File: src/rtl/hdlc_rx_pkg.sv
package hdlc_rx_pkg;
  localparam int BYTE_W = 8;

  typedef enum logic [1:0] {
    ST_MID   = 2'b00,
    ST_FIRST = 2'b01,
    ST_GOOD  = 2'b10,
    ST_BAD   = 2'b11
  } rx_stat_e;
endpackage

File: src/rtl/hdlc_rx_destuff.sv
module hdlc_rx_destuff #(
  parameter int IDLE_ONES = 15
) (
  input  logic clk,
  input  logic rst_n,
  input  logic bit_en,
  input  logic rx_bit,
  output logic commit_v,
  output logic commit_bit,
  output logic flag_ev,
  output logic close_ev,
  output logic abort_ev,
  output logic idle,
  output logic goahead
);
  localparam int OW  = $clog2(IDLE_ONES + 1);
  localparam int PD  = 7;
  localparam int PCW = $clog2(PD + 1);

  logic [OW-1:0]  ones_q, ones_n;
  logic           in_frame_q, in_frame_n;
  logic [PD-1:0]  pend_q, pend_n;
  logic [PCW-1:0] pcnt_q, pcnt_n;
  logic           ga_q, ga_n;
  logic           is5, is6, is7, push;

  always_comb begin
    is5 = (ones_q == OW'(5));
    is6 = (ones_q == OW'(6));
    is7 = (ones_q == OW'(7));
    flag_ev  = bit_en && !rx_bit && is6;
    close_ev = flag_ev && in_frame_q;
    abort_ev = bit_en && rx_bit && is6 && in_frame_q;
    push     = bit_en && in_frame_q && (rx_bit ? !is6 : (ones_q < OW'(5)));
    commit_v   = push && (pcnt_q == PCW'(PD));
    commit_bit = pend_q[0];
    idle    = (ones_q == OW'(IDLE_ONES));
    goahead = ga_q;
  end

  always_comb begin
    ones_n     = ones_q;
    in_frame_n = in_frame_q;
    pend_n     = pend_q;
    pcnt_n     = pcnt_q;
    ga_n       = 1'b0;
    if (bit_en) begin
      if (rx_bit) begin
        if (ones_q != OW'(IDLE_ONES)) ones_n = ones_q + OW'(1);
      end else begin
        ones_n = '0;
        ga_n   = is7;
      end
    end
    if (push) begin
      pend_n = {rx_bit, pend_q[PD-1:1]};
      if (pcnt_q != PCW'(PD)) pcnt_n = pcnt_q + PCW'(1);
    end
    if (flag_ev) begin
      in_frame_n = 1'b1;
      pcnt_n     = '0;
    end
    if (abort_ev) begin
      in_frame_n = 1'b0;
      pcnt_n     = '0;
    end
  end

  always_ff @(posedge clk or negedge rst_n) begin
    if (!rst_n) begin
      ones_q     <= '0;
      in_frame_q <= 1'b0;
      pend_q     <= '0;
      pcnt_q     <= '0;
      ga_q       <= 1'b0;
    end else begin
      ones_q     <= ones_n;
      in_frame_q <= in_frame_n;
      pend_q     <= pend_n;
      pcnt_q     <= pcnt_n;
      ga_q       <= ga_n;
    end
  end

  AST_GA_NOT_IDLE: assert property (@(posedge clk) disable iff (!rst_n)
    goahead |-> !idle);
  AST_IDLE_RISE_ON_ONE: assert property (@(posedge clk) disable iff (!rst_n)
    $rose(idle) |-> $past(bit_en && rx_bit));
  AST_IDLE_FALL_ON_ZERO: assert property (@(posedge clk) disable iff (!rst_n)
    $fell(idle) |-> $past(bit_en && !rx_bit));
endmodule

File: src/rtl/hdlc_rx_crc16.sv
module hdlc_rx_crc16 #(
  parameter logic [15:0] POLY_REV = 16'h8408,
  parameter logic [15:0] PRESET   = 16'hFFFF
) (
  input  logic        clk,
  input  logic        rst_n,
  input  logic        clr,
  input  logic        en,
  input  logic        din,
  output logic [15:0] crc
);
  logic [15:0] crc_q, crc_n;
  logic        fb;

  always_comb begin
    fb    = crc_q[0] ^ din;
    crc_n = crc_q;
    if (clr) begin
      crc_n = PRESET;
    end else if (en) begin
      crc_n = (crc_q >> 1) ^ (fb ? POLY_REV : 16'h0000);
    end
  end

  always_ff @(posedge clk or negedge rst_n) begin
    if (!rst_n) crc_q <= PRESET;
    else        crc_q <= crc_n;
  end

  assign crc = crc_q;
endmodule

File: src/rtl/hdlc_rx_addr_match.sv
module hdlc_rx_addr_match
  import hdlc_rx_pkg::*;
(
  input  logic              chk_en,
  input  logic [BYTE_W-1:0] ref0,
  input  logic [BYTE_W-1:0] ref1,
  input  logic [BYTE_W-1:0] rx0,
  input  logic [BYTE_W-1:0] rx1,
  output logic              pass
);
  logic hit0, hit1;

  always_comb begin
    hit0 = !ref0[0] || (rx0[BYTE_W-1:1] == ref0[BYTE_W-1:1]);
    hit1 = rx0[0] || !ref1[0] || (rx1[BYTE_W-1:1] == ref1[BYTE_W-1:1]);
    pass = !chk_en || (hit0 && hit1);
  end
endmodule

File: src/rtl/hdlc_rx_deframer.sv
module hdlc_rx_deframer
  import hdlc_rx_pkg::*;
#(
  parameter int          IDLE_ONES   = 15,
  parameter logic [15:0] CRC_RESIDUE = 16'hF0B8
) (
  input  logic              clk,
  input  logic              rst_n,
  input  logic              bit_en,
  input  logic              rx_bit,
  input  logic              addr_chk_en,
  input  logic [BYTE_W-1:0] addr_ref0,
  input  logic [BYTE_W-1:0] addr_ref1,
  output logic              wr_en,
  output logic [BYTE_W-1:0] wr_data,
  output logic [1:0]        wr_stat,
  output logic              idle,
  output logic              goahead
);
  localparam int BCW  = $clog2(BYTE_W);
  localparam int KW   = 3;
  localparam logic [KW-1:0] KMAX = KW'(4);

  logic [1:0] rs_q;
  logic       rst_sync_n;

  always_ff @(posedge clk or negedge rst_n) begin
    if (!rst_n) rs_q <= 2'b00;
    else        rs_q <= {rs_q[0], 1'b1};
  end
  assign rst_sync_n = rs_q[1];

  logic        commit_v, commit_bit, flag_ev, close_ev, abort_ev;
  logic [15:0] crc;
  logic        pass, crc_ok;

  hdlc_rx_destuff #(.IDLE_ONES(IDLE_ONES)) i_destuff (
    .clk(clk), .rst_n(rst_sync_n), .bit_en(bit_en), .rx_bit(rx_bit),
    .commit_v(commit_v), .commit_bit(commit_bit), .flag_ev(flag_ev),
    .close_ev(close_ev), .abort_ev(abort_ev), .idle(idle), .goahead(goahead)
  );

  hdlc_rx_crc16 i_crc (
    .clk(clk), .rst_n(rst_sync_n), .clr(flag_ev || abort_ev),
    .en(commit_v), .din(commit_bit), .crc(crc)
  );

  logic [BYTE_W-1:0] asm_q, asm_n, h0_q, h0_n, h1_q, h1_n, h2_q, h2_n;
  logic [BCW-1:0]    bcnt_q, bcnt_n;
  logic [KW-1:0]     kcnt_q, kcnt_n;
  logic              accept_q, accept_n;
  logic              pend_v_q, pend_v_n;
  logic [BYTE_W-1:0] pend_d_q, pend_d_n;
  logic              wr_en_q, wr_en_n;
  logic [BYTE_W-1:0] wr_data_q, wr_data_n;
  rx_stat_e          wr_stat_q, wr_stat_n;

  hdlc_rx_addr_match i_addr (
    .chk_en(addr_chk_en), .ref0(addr_ref0), .ref1(addr_ref1),
    .rx0(h0_q), .rx1(h1_q), .pass(pass)
  );

  assign crc_ok = (crc == CRC_RESIDUE);

  always_comb begin
    asm_n = asm_q;  bcnt_n = bcnt_q;  kcnt_n = kcnt_q;
    h0_n = h0_q;    h1_n = h1_q;      h2_n = h2_q;
    accept_n = accept_q;
    pend_v_n = 1'b0;  pend_d_n = pend_d_q;
    wr_en_n = 1'b0;   wr_data_n = wr_data_q;  wr_stat_n = wr_stat_q;

    if (pend_v_q) begin
      wr_en_n = 1'b1;  wr_data_n = pend_d_q;  wr_stat_n = ST_BAD;
    end

    if (commit_v) begin
      asm_n  = {commit_bit, asm_q[BYTE_W-1:1]};
      bcnt_n = bcnt_q + BCW'(1);
      if (bcnt_q == BCW'(BYTE_W - 1)) begin
        h0_n = h1_q;  h1_n = h2_q;  h2_n = {commit_bit, asm_q[BYTE_W-1:1]};
        if (kcnt_q != KMAX) kcnt_n = kcnt_q + KW'(1);
        if (kcnt_q == KW'(3)) begin
          accept_n = pass;
          if (pass) begin
            wr_en_n = 1'b1;  wr_data_n = h0_q;  wr_stat_n = ST_FIRST;
          end
        end else if (kcnt_q == KMAX && accept_q) begin
          wr_en_n = 1'b1;  wr_data_n = h0_q;  wr_stat_n = ST_MID;
        end
      end
    end

    if (close_ev) begin
      if (kcnt_q == KMAX) begin
        if (accept_q) begin
          wr_en_n   = 1'b1;
          wr_data_n = h0_q;
          wr_stat_n = (crc_ok && bcnt_q == '0) ? ST_GOOD : ST_BAD;
        end
      end else if (kcnt_q == KW'(3) && bcnt_q != '0 && pass) begin
        wr_en_n  = 1'b1;  wr_data_n = h0_q;  wr_stat_n = ST_FIRST;
        pend_v_n = 1'b1;  pend_d_n  = h1_q;
      end
    end

    if (abort_ev && kcnt_q == KMAX && accept_q) begin
      wr_en_n = 1'b1;  wr_data_n = h0_q;  wr_stat_n = ST_BAD;
    end

    if (flag_ev || abort_ev) begin
      bcnt_n = '0;  kcnt_n = '0;  accept_n = 1'b0;
    end
  end

  always_ff @(posedge clk or negedge rst_sync_n) begin
    if (!rst_sync_n) begin
      asm_q <= '0;  bcnt_q <= '0;  kcnt_q <= '0;
      h0_q <= '0;   h1_q <= '0;    h2_q <= '0;
      accept_q <= 1'b0;  pend_v_q <= 1'b0;  pend_d_q <= '0;
      wr_en_q <= 1'b0;   wr_data_q <= '0;   wr_stat_q <= ST_MID;
    end else begin
      asm_q <= asm_n;  bcnt_q <= bcnt_n;  kcnt_q <= kcnt_n;
      h0_q <= h0_n;    h1_q <= h1_n;      h2_q <= h2_n;
      accept_q <= accept_n;  pend_v_q <= pend_v_n;  pend_d_q <= pend_d_n;
      wr_en_q <= wr_en_n;    wr_data_q <= wr_data_n; wr_stat_q <= wr_stat_n;
    end
  end

  assign wr_en   = wr_en_q;
  assign wr_data = wr_data_q;
  assign wr_stat = wr_stat_q;

  logic open_q;
  always_ff @(posedge clk or negedge rst_sync_n) begin
    if (!rst_sync_n) open_q <= 1'b0;
    else if (wr_en_q && wr_stat_q == ST_FIRST) open_q <= 1'b1;
    else if (wr_en_q && wr_stat_q[1]) open_q <= 1'b0;
  end

  AST_FIRST_WHEN_CLOSED: assert property (@(posedge clk) disable iff (!rst_sync_n)
    (wr_en_q && wr_stat_q == ST_FIRST) |-> !open_q);
  AST_MID_WHEN_OPEN: assert property (@(posedge clk) disable iff (!rst_sync_n)
    (wr_en_q && wr_stat_q == ST_MID) |-> open_q);
  AST_END_WHEN_OPEN: assert property (@(posedge clk) disable iff (!rst_sync_n)
    (wr_en_q && wr_stat_q[1]) |-> open_q);
  AST_IDLE_NO_WRITE: assert property (@(posedge clk) disable iff (!rst_sync_n)
    idle |-> !wr_en_q);
  AST_RESET_QUIET: assert property (@(posedge clk)
    !rst_n |-> (!wr_en && !idle && !goahead));
endmodule

File: config.mk
export PLATFORM = sky130hd
export DESIGN_NAME = hdlc_rx_deframer
export DESIGN_NICKNAME = d
export VERILOG_FILES = /design/src/rtl/hdlc_rx_pkg.sv /design/src/rtl/hdlc_rx_destuff.sv /design/src/rtl/hdlc_rx_crc16.sv /design/src/rtl/hdlc_rx_addr_match.sv /design/src/rtl/hdlc_rx_deframer.sv
export SDC_FILE = /design/constraint.sdc
export NUM_CORES = 1
export LEC_CHECK = 0
export ABC_AREA = 1
export BUFFER_PORTS_ARGS = -buffer_cell sky130_fd_sc_hd__buf_2
export CAP_MARGIN = 10
export CORE_MARGIN = 3
export CORE_UTILIZATION = 45
export DETAILED_ROUTE_END_ITERATION = 7
export HOLD_SLACK_MARGIN = 0.06
export PLACE_DENSITY = 0.74
export SLEW_MARGIN = 0
export SYNTH_ARGS = -nofsm -noshare
export SYNTH_HDL_FRONTEND = slang
export SYNTH_HIERARCHICAL = 1
export SYNTH_SLANG_ARGS = --single-unit
File: constraint.sdc
create_clock -name clk -period 3 [get_ports clk]
set_clock_uncertainty 0.2 [all_clocks]
set_input_delay 0.3 -clock clk [delete_from_list [all_inputs] [get_ports clk]]
set_output_delay 0.3 -clock clk [all_outputs]
set_load 0.02 [all_outputs]
==> results.md <==
- The flow ran to the end, and the final reports show no timing, DRC or antenna violations.
- The power per cell area is a little over 700 nW/um^2.
- The number of buffers inserted to repair setup after CTS is 0.
- The number of antenna violations at the first check in global routing is 0.
- The DRC violation total after the first TritonRoute iteration is 123.
- The worst IR drop on VDD is about 0.00043 V.
- For this configuration, the core starts out at a cell density of between 40 and 50%.
- STA classifies the critical path endpoint as a register.
- The area used by sequential logic in the layout is around 2300 um^2.
- The netlist uses 35 different library cells.
- Measured along the y axis, the die boundary spans 106 um.
- The most used flip-flop cell after synthesis is sky130_fd_sc_hd__dfrtp_1.
- The end of the worst register-to-register path is i_crc/crc[15]$_DFFE_PN1P_.
- The area growth from synthesis to layout is 12.2%.
- Setup slack on the worst reg-to-reg path comes out at between 0.5 and 0.6 ns.
- Counting flops and latches in the post-synthesis netlist gives 92.
- 0 antenna diodes ended up in the layout.
- The clock passes through at most 2 buffers.
- The static leakage is ~2.6 nW.
- The setup path with the least slack is of type register to register.
- The floorplan step defined a core boundary enclosing 9460 um^2.
- The cell area after layout is slightly above 5000 um^2.
- The worst setup path endpoint is i_crc/crc[15]$_DFFE_PN1P_.
- The global router's overall resource usage is between 10% and 20%.
- The startpoint identified for the worst register-to-register timing path is i_destuff/ones_q[0]$_DFFE_PN0P_.
- The total congestion overflow after global routing is 0.
- The setup TNS after final layout is 0 ns.
- The detailed router placed about 3300 vias in this run.
- The post-layout total power is between 0.003 and 0.004 W.
- Routability-driven placement finished with a final weighted congestion of 0.850.
- Synthesis handed over a netlist of ~500 instances.
- In the routed design, unresolved DRC markers number 0.
- The number of nets with antenna violations after routing is 0.
- Clock tree synthesis inserted a total of 9 buffers.
- The first-pass GRT wire length is roughly 15 mm.
- Measured against its own limit, the worst slew margin works out to a little over half.
- The highest attainable clock frequency is around 400 MHz.
- The post-synthesis average cell area is roughly 8.8 um^2.
- The final routed wirelength across all metal layers is between 8 and 9 mm.
- After clock tree synthesis, the clock-pin slew on the worst setup and hold paths is ~0.09 ns.
- After clock tree synthesis, the repair step resized 0 gates.
- The data required time at the worst endpoint is slightly above 3 ns.
- Entering global routing, the biggest net connects 57 pins.
- From left edge to right edge, the die measures approximately 110 um.
- Row generation in the floorplan step produced 35 rows.
- The cell at the root of the clock tree is sky130_fd_sc_hd__clkbuf_8.
- STA classifies the critical path startpoint as a register.
- For this design, the sink count on the clock tree is between 90 and 100.
- After detailed routing, the number of vias per cell comes to 4.80.
- Sequential cells were found to cover about half of the synthesized design area.
- The start point of the critical path is i_destuff/ones_q[0]$_DFFE_PN0P_.
- The hold violation count in the final report is 0.
- The footprint of the multi-input gates is between 1500 and 2000 um^2.
- The clock tree from TritonCTS is done.
- STA puts the critical path data arrival time at around 2.5 ns.
- The number of synthesized flops with an enable pin is 0.
- The time the worst path needs with I/O delays and setup is 2.45 ns.
- In this run the worst hold path is classified as primary input to register.
- Buffers placed on the I/O ports in this run total 33.
- In the synthesized netlist the async set-or-reset flop fraction comes to 100%.
- The number of warning messages in the yosys log is 6.
- The number of nets in the layout is roughly 580.
- The number of slew-limit violations in the final report came to 0.
- Counting instances, the worst hold path has a depth of 4.
- During I/O placement, the number of pins put on the boundary was 34.
- After synthesis the cells add up to around 4500 um^2.
- Setup repair after global routing left no endpoint under its margin.
- The instance area at placement is 4770 um^2.
- Cells fill between 50% and 60% of the core in the end.
- The floorplan step defined a die boundary enclosing 11200 um^2.
- Of the available clock period, the critical path in the final layout requires 81.7%.
- The later-pin clock latency in the skew report is approximately 0.37 ns.
- Measured in cells, the most critical reg-to-reg path has a length of 12.
- The tool flagged a number of max-cap violations equal to 0.
- The wire length per cell after detailed routing is approximately 12 um.
- On the final layout, the worst hold slack is between 0.15 and 0.2 ns.
- At the pin with the least slew margin, the transition time is between 0.7 and 0.8 ns.
- The peak fanout along the critical path is 26.
- Detailed placement finished with a half-perimeter wire length of just over 6 mm.
- The H-tree depth is 3.
- The pre-antenna-repair detailed-routing pass consisted of 4 iterations.
- The final-layout fill cell count is about 900.
- Of the cells placed in the final design, the portion with a size suffix greater than 1 is 21.6%.
- When the netlist entered floorplanning its net count stood at 543.
- The number of failing setup endpoints in the final timing report is 0.
- The via count of the first global-routing pass was 3258.
==> cell usage after synthesis, types with 7 or more instances <==
cell type	instances	area (um^2)
sky130_fd_sc_hd__o21ai_0	42	210
sky130_fd_sc_hd__dfrtp_1	76	1900
sky130_fd_sc_hd__a21oi_1	11	55.1
sky130_fd_sc_hd__inv_2	7	26.3
sky130_fd_sc_hd__nand2_1	135	507
sky130_fd_sc_hd__inv_1	72	270
sky130_fd_sc_hd__nand3_1	19	95.1
sky130_fd_sc_hd__dfstp_2	16	420
sky130_fd_sc_hd__a21oi_2	10	87.6
sky130_fd_sc_hd__a22oi_2	8	100
sky130_fd_sc_hd__nor2_1	34	128
sky130_fd_sc_hd__nor2_2	7	43.8
sky130_fd_sc_hd__ha_1	11	138
sky130_fd_sc_hd__mux2i_1	8	80.1
==> critical path, cell delays in order, from the launching register on <==
cell	delay, ns
sky130_fd_sc_hd__dfrtp_1	0.41
sky130_fd_sc_hd__inv_1	0.12
sky130_fd_sc_hd__ha_1	0.16
sky130_fd_sc_hd__inv_1	0.04
sky130_fd_sc_hd__nand2_1	0.04
sky130_fd_sc_hd__nand2_1	0.05
sky130_fd_sc_hd__nand2_1	0.08
sky130_fd_sc_hd__nand3_2	0.07
sky130_fd_sc_hd__nor2_1	0.16
sky130_fd_sc_hd__buf_4	0.30
sky130_fd_sc_hd__inv_2	0.10
sky130_fd_sc_hd__nor2_2	0.47
sky130_fd_sc_hd__a22oi_1	0.16
==> timing repair <==
item / CTS / global route
endpoints found under the hold margin: 5 / 0
hold buffers: 4 / 0
endpoints found under the setup margin: 0 / 0
==> final cells by class <==
cell class              instances  share of cell area, %
flip-flops and latches         92                   46.2
multi-input cells             326                   35.3
inverters                      80                   5.97
repair buffers                 41                   4.92
well taps                     129                   3.21
clock buffers                   9                   2.46
clock inverters                 7                   1.96
==> worst min-delay path by stage <==
| stage | startpoint | end | slack, ns |
|---|---|---|---|
| global route | rs_q[0]$_DFF_PN0_ | rs_q[1]$_DFF_PN0_ | 0.19 |
| detailed placement | rst_n | rs_q[0]$_DFF_PN0_ | -0.11 |
| CTS | addr_chk_en | accept_q$_DFFE_PN0P_ | 0.16 |
| finish | addr_chk_en | accept_q$_DFFE_PN0P_ | 0.17 |
| floorplan | rst_n | rs_q[0]$_DFF_PN0_ | -0.20 |
| global placement | rst_n | rs_q[0]$_DFF_PN0_ | -0.12 |
==> flip-flops by register name (all words and copies together), names as in the netlist, 2 cells and up <==
register / cells
rs_q: 2
h2_q: 8
h0_q: 8
i_destuff/pcnt_q: 3
pend_d_q: 8
wr_stat: 2
wr_data: 8
i_destuff/pend_q: 7
kcnt_q: 3
asm_q: 7
h1_q: 8
i_crc/crc: 16
i_destuff/ones_q: 4
bcnt_q: 3
==> report_power, final <==
part	internal [W]	total (W)	switching, W
clock network	0.000473	0.000920	0.000446
logic	0.000351	0.000864	0.000514
registers	0.00161	0.00186	0.000242
==> cells in the final DEF, fill, tap and decap left out, types with 3 or more instances in the layout <==
cell	synthesis	routed
sky130_fd_sc_hd__inv_1	72	72
sky130_fd_sc_hd__buf_4	0	3
sky130_fd_sc_hd__dlygate4sd3_1	0	4
sky130_fd_sc_hd__xnor2_1	5	5
sky130_fd_sc_hd__o21ai_2	3	3
sky130_fd_sc_hd__dfrtp_1	76	75
sky130_fd_sc_hd__nor2_2	7	7
sky130_fd_sc_hd__nor3_1	5	5
sky130_fd_sc_hd__nand3_1	19	19
sky130_fd_sc_hd__o21ai_0	42	42
sky130_fd_sc_hd__inv_2	7	7
sky130_fd_sc_hd__dfstp_2	16	16
sky130_fd_sc_hd__nand2_2	5	5
sky130_fd_sc_hd__nand2_1	135	135
sky130_fd_sc_hd__nor2_1	34	34
sky130_fd_sc_hd__nand3_2	3	3
sky130_fd_sc_hd__nand2_4	3	3
sky130_fd_sc_hd__mux2i_1	8	8
sky130_fd_sc_hd__a22oi_2	8	8
sky130_fd_sc_hd__a21oi_2	10	10
sky130_fd_sc_hd__a21oi_1	11	11
sky130_fd_sc_hd__clkbuf_8	0	9
sky130_fd_sc_hd__o21ai_1	3	3
sky130_fd_sc_hd__a22oi_1	3	3
sky130_fd_sc_hd__buf_2	5	33
sky130_fd_sc_hd__ha_1	11	11
==> metrics by stage <==
step	worst slack [ns]	std cells
final	0.550	684
after global routing	0.319	684
after CTS	0.546	684
after detailed placement	0.562	664
after global placement	0.661	664
after floorplan	0.0756	511
==> layer usage <==
metal  vias to the layer above  GRT usage [%]  share of wire, %  wire length [um]
met4                         0           4.63               1.2               102
met5                         -              0                 0                 0
met3                         8           4.23               3.3               280
met2                        50           27.5                50              4220
li1                       1676              -                 -                 -
met1                      1548           20.4                45              3820
==> logic make-up (layout without fill, tap and decap cells) <==
family	Yosys count	in the layout	share of synthesized area [%]
other	1	1	0.0836
DFF	92	92	51.8
and+or+nand+nor	217	217	21.4
adders and majority gates	11	11	3.07
xor gates and xnor gates	7	7	1.37
muxes	8	8	1.79
AOI/OAI and AO/OA	82	82	11.8
buffers and inverters	93	137	8.67
Note: power is estimated with default switching activity, not from simulation.
